## config.mk

```make
export PLATFORM = sky130hd
export DESIGN_NAME = spi3_rx_link
export DESIGN_NICKNAME = d
export VERILOG_FILES = /design/src/rtl/spi3_rx_link.sv
export SDC_FILE = /design/constraint.sdc
export NUM_CORES = 1
export LEC_CHECK = 0
export ABC_CLOCK_PERIOD_IN_PS = 5100
export CAP_MARGIN = 0
export CORE_MARGIN = 3
export CORE_UTILIZATION = 45
export CTS_BUF_LIST = sky130_fd_sc_hd__clkbuf_8
export CTS_CLUSTER_SIZE = 16
export DETAILED_ROUTE_END_ITERATION = 12
export DONT_BUFFER_PORTS = 1
export GPL_TIMING_DRIVEN = 0
export PLACE_DENSITY_LB_ADDON = 0.12
export SYNTH_ARGS = -nofsm -noshare
export SYNTH_HDL_FRONTEND = slang
export SYNTH_SLANG_ARGS = --single-unit
```

## constraint.sdc

```tcl
create_clock -name clk -period 5.1 [get_ports clk]
set_input_delay 0.765 -clock clk [delete_from_list [all_inputs] [get_ports clk]]
set_output_delay 0.765 -clock clk [all_outputs]
set_load 0.01 [all_outputs]
```

## src/rtl/spi3_rx_link.sv

```systemverilog
module spi3_rx_link #(
  parameter int PORTS    = 4,
  parameter int IF_INDEX = 2,
  parameter int PCW      = (PORTS > 1) ? $clog2(PORTS) : 1
) (
  input  logic             clk,
  input  logic             rst_n,
  input  logic             rx_val,
  input  logic [31:0]      rx_dat,
  input  logic             rx_sx,
  input  logic             rx_sop,
  input  logic             rx_eop,
  input  logic             rx_err,
  input  logic [1:0]       rx_mod,
  input  logic             rx_par,
  output logic             rx_enb_n,
  input  logic             par_odd,
  input  logic [PORTS-1:0] fifo_thr,
  input  logic             par_clr,
  output logic             wr_en,
  output logic [39:0]      wr_word,
  output logic [7:0]       wr_tag,
  output logic             par_err
);
  localparam int PW = (PORTS > 1) ? $clog2(PORTS) : 0;
  localparam logic [7:0] IF_FIELD = 8'(IF_INDEX % 4) << PW;

  logic           enb_prev;
  logic [PCW-1:0] cur_port, nxt_port, addr_in;
  logic           data_cyc, addr_cyc, par_bad;
  logic [3:0]     bvalid;

  assign data_cyc = rx_val & ~enb_prev;
  assign addr_cyc = ~rx_val & rx_sx & ~enb_prev;
  assign addr_in  = (PORTS > 1) ? rx_dat[PCW-1:0] : '0;
  assign nxt_port = addr_cyc ? addr_in : cur_port;
  assign par_bad  = data_cyc & ((^rx_dat ^ rx_par) != par_odd);
  assign bvalid   = rx_eop ? (4'hf << rx_mod) : 4'hf;

  always_ff @(posedge clk) begin
    if (!rst_n) begin
      rx_enb_n <= 1'b1;
      enb_prev <= 1'b1;
      cur_port <= '0;
      wr_en    <= 1'b0;
      wr_word  <= '0;
      wr_tag   <= '0;
      par_err  <= 1'b0;
    end else begin
      rx_enb_n <= fifo_thr[nxt_port];
      enb_prev <= rx_enb_n;
      cur_port <= nxt_port;
      wr_en    <= data_cyc;
      if (data_cyc) begin
        wr_word <= {1'b0, rx_err, bvalid, rx_eop, rx_sop, rx_dat};
        wr_tag  <= IF_FIELD | 8'(cur_port);
      end
      par_err  <= par_bad | (par_err & ~par_clr);
    end
  end
endmodule

```

==> results by group <==
Run status
  – Outcome: completed

Worst setup path
  – Crit path max-delay cell type: mux2i_1
  – Worst Path Buf+Inv: 0
  – CP top delay family: multiplexers
  – Worst path max stage delay: between 0.4 and 0.5 ns
  – Critical path data required time: approximately 5.3 ns
  – Critical setup path kind: in2reg
  – CP Launch Type: input port
  – Cell Chain, Critical Path: nor3b_1 > mux2i_1 > mux2_2 > o21ai_0 > nand2_1
  – CP arrival: 2.22 ns
  – Crit path capture type: flip-flop
  – Crit Path Max Fanout: 3

Cells and area
  – Commonest cells after routing, fill and taps aside: nand2_1, dfxtp_1, a21boi_0
  – Diodes inserted: 0
  – Fill cell count: 447
  – Area grow syn2layout: 7.57%
  – Final std cells w/o fill: 300
  – Final Net Count: 297
  – Final Core Density: 50.7%
  – Most common cell after layout, fill and taps aside: nand2_1
  – Share of layout cells above drive strength 1: 5.24%

Yosys
  – Seq/Total Area, Yosys: 45.5%
  – Ys Warns: 0
  – Syn Inst Count: between 200 and 250
  – Total of flip-flops plus latches after synthesis: 47
  – Distinct cells, synth: 24
  – Synthesized cell area: 2070 sq um
  – Syn_area_per_cell: 8.72 sq um

Clocking
  – Cts hold-fix bufs: 0
  – Num CTS Buffers: 5
  – H-Tree Depth: 2
  – Root Driver: clkbuf_8
  – CTS tree: yes
  – Worst skew pair latency: 0.29 ns
  – Clock transition at the registers of the reported paths: ~0.080 ns
  – Clk buf depth: 2
  – Setup bufs post-CTS: 0
  – Clock sink count: 47
  – CTS resizes: 0

Routing
  – DRC Markers: 0
  – Post-route ant nets: 0
  – Via count: 1,472
  – Number of DRC markers in iteration 0: 66
  – Wirelength per Cell: about 15 um
  – DRT Wirelength: 4490 um
  – DRT Pass-1 Iters: 4
  – DR vias/cell: 4.91

Floorplan
  – Die ar.: 5440 sq um
  – Die Y: 73.8 um
  – Rows: 24
  – Die width: roughly 74 um
  – Core ar.: 4380 sq um
  – Initial Util: 47.1%
  – Ports: 99

Pwr
  – LEAKAGE: ~0.77 nW
  – Power density cells: 316 nW/um^2
  – Power consumption: 0.702 mW
  – VDD IR max: 0.000151 V

Timing
  – Crit share post-route: between 40% and 50%
  – Slew Viols, Final: 0
  – RSZ-0062 raised after global routing: false
  – Crit path time final: roughly 2.1 ns
  – Final setup TNS: 0 ns
  – Finish-stage setup viols: 0
  – Fmax: 485 MHz
  – Fin. Hold Viols: 0
  – Final Skew: 0.00473 ns

Placement
  – Post-detail-place hpwl: 3450 um
  – Port Buffers: 0
  – Placer Congestion: 0.799
  – Dpl cells: 294

Global route
  – GRT Resource Usage Total: 17.0%
  – Initial antenna violation count: 0
  – Largest net degree at the start of global routing: 13
  – Global-route wire length before repair: between 7000 and 8000 um
  – Vias in the first global route: 1,477
  – Overflow after GRT: 0

Run
  – Maxcap violations: 0

Hold path
  – Hold Crit Class: reg2reg
## Yosys cell counts
| cell | instances | share of area (%) |
|---|---|---|
| nand3_1 | 1 | 0.24 |
| o21a_1 | 1 | 0.36 |
| a41oi_1 | 1 | 0.42 |
| buf_4 | 7 | 2.5 |
| conb_1 | 1 | 0.18 |
| clkbuf_1 | 13 | 2.4 |
| mux2_2 | 1 | 0.55 |
| nor2_1 | 2 | 0.36 |
| dfxtp_1 | 47 | 46 |
| buf_1 | 1 | 0.18 |
| o21ai_0 | 4 | 0.97 |
| xor2_1 | 4 | 1.7 |
| a21boi_0 | 37 | 13 |
| inv_1 | 1 | 0.18 |
| nor3b_1 | 1 | 0.36 |
| xnor2_1 | 27 | 11 |
| a32o_1 | 1 | 0.48 |
| o211a_1 | 1 | 0.48 |
| and2_1 | 1 | 0.30 |
| nor2b_1 | 3 | 0.91 |
| nand2b_1 | 2 | 0.61 |
| nand2_1 | 76 | 14 |
| xnor3_1 | 1 | 1.1 |
| mux2i_1 | 3 | 1.5 |
## area by class of cell
| type | count | area, sq um | share of cell area [%] |
|---|---|---|---|
| Tap cell | 52 | 65.1 | 2.93 |
| Clock buffer | 5 | 68.8 | 3.10 |
| Clock inverter | 1 | 3.75 | 0.169 |
| Multi-Input combinational cell | 173 | 1030 | 46.6 |
| Inverter | 1 | 3.75 | 0.169 |
| Sequential cell | 47 | 941 | 42.3 |
| Buffer | 21 | 105 | 4.73 |
## per-stage QoR
step	hold WS (ns)	instance area, sq um	setup WS [ns]
after global routing	0.501	2220	2.92
after global placement	0.459	2150	2.72
after floorplan	0.440	2080	3.00
after detailed placement	0.459	2150	2.72
final	0.467	2220	3.04
after CTS	0.471	2220	3.02
## state kept, by name (all words and copies together), names as in the netlist
register and flops:
wr_word 39, par_err 1, rx_enb_n 1, enb_prev 1
cur_port 2, wr_tag 2, wr_en 1
## final timing paths
| kind | to | start | cells after the start | slack, ns |
|---|---|---|---|---|
| worst max-delay path | rx_enb_n$_SDFF_PN1_ | rx_val | 5 | 3.04 |
| worst max register to register | rx_enb_n$_SDFF_PN1_ | enb_prev$_SDFF_PN1_ | 5 | 3.19 |
| worst min register to register | wr_tag[1]$_SDFFE_PN0P_ | cur_port[1]$_SDFF_PN0_ | 2 | 0.47 |
| worst min-delay path | wr_tag[1]$_SDFFE_PN0P_ | cur_port[1]$_SDFF_PN0_ | 2 | 0.47 |
## per-layer routing
metal / wire length (um) / track usage [%] / vias up
li1: - / - / 763
met1: 1840 / 20.4 / 643
met2: 2100 / 26.9 / 60
met3: 486 / 6.43 / 6
met4: 62 / 7.24 / 0
met5: 0 / 0 / -
## worst register-to-register path, delay by kind of cell, from the launching register on
kind | cells | cell delay, ns
multiplexers | 2 | 0.80
AO/OA/AOI/OAI | 1 | 0.18
flip-flops | 1 | 0.32
AND/OR/NAND/NOR | 2 | 0.48
## where the power goes
part | internal (mW) | leakage [nW] | switching [mW]
Sequential | 0.376 | 0.381 | 0.0107
Clock | 0.0895 | 0.0413 | 0.112
Combinational | 0.0638 | 0.347 | 0.0491
## cells by family (layout without fill, tap and decap cells)
kind of cell | count (synthesis) | in the layout | share of synthesized area, %
xor gates and xnor gates | 32 | 32 | 14.2
other | 1 | 6 | 0.182
muxes | 4 | 4 | 2.00
DFF | 47 | 47 | 45.5
AOI/OAI and AO/OA | 45 | 45 | 16.2
and+or+nand+nor | 86 | 86 | 16.6
buffers and inverters | 22 | 28 | 5.27
Note: power is estimated with default switching activity, not from simulation.
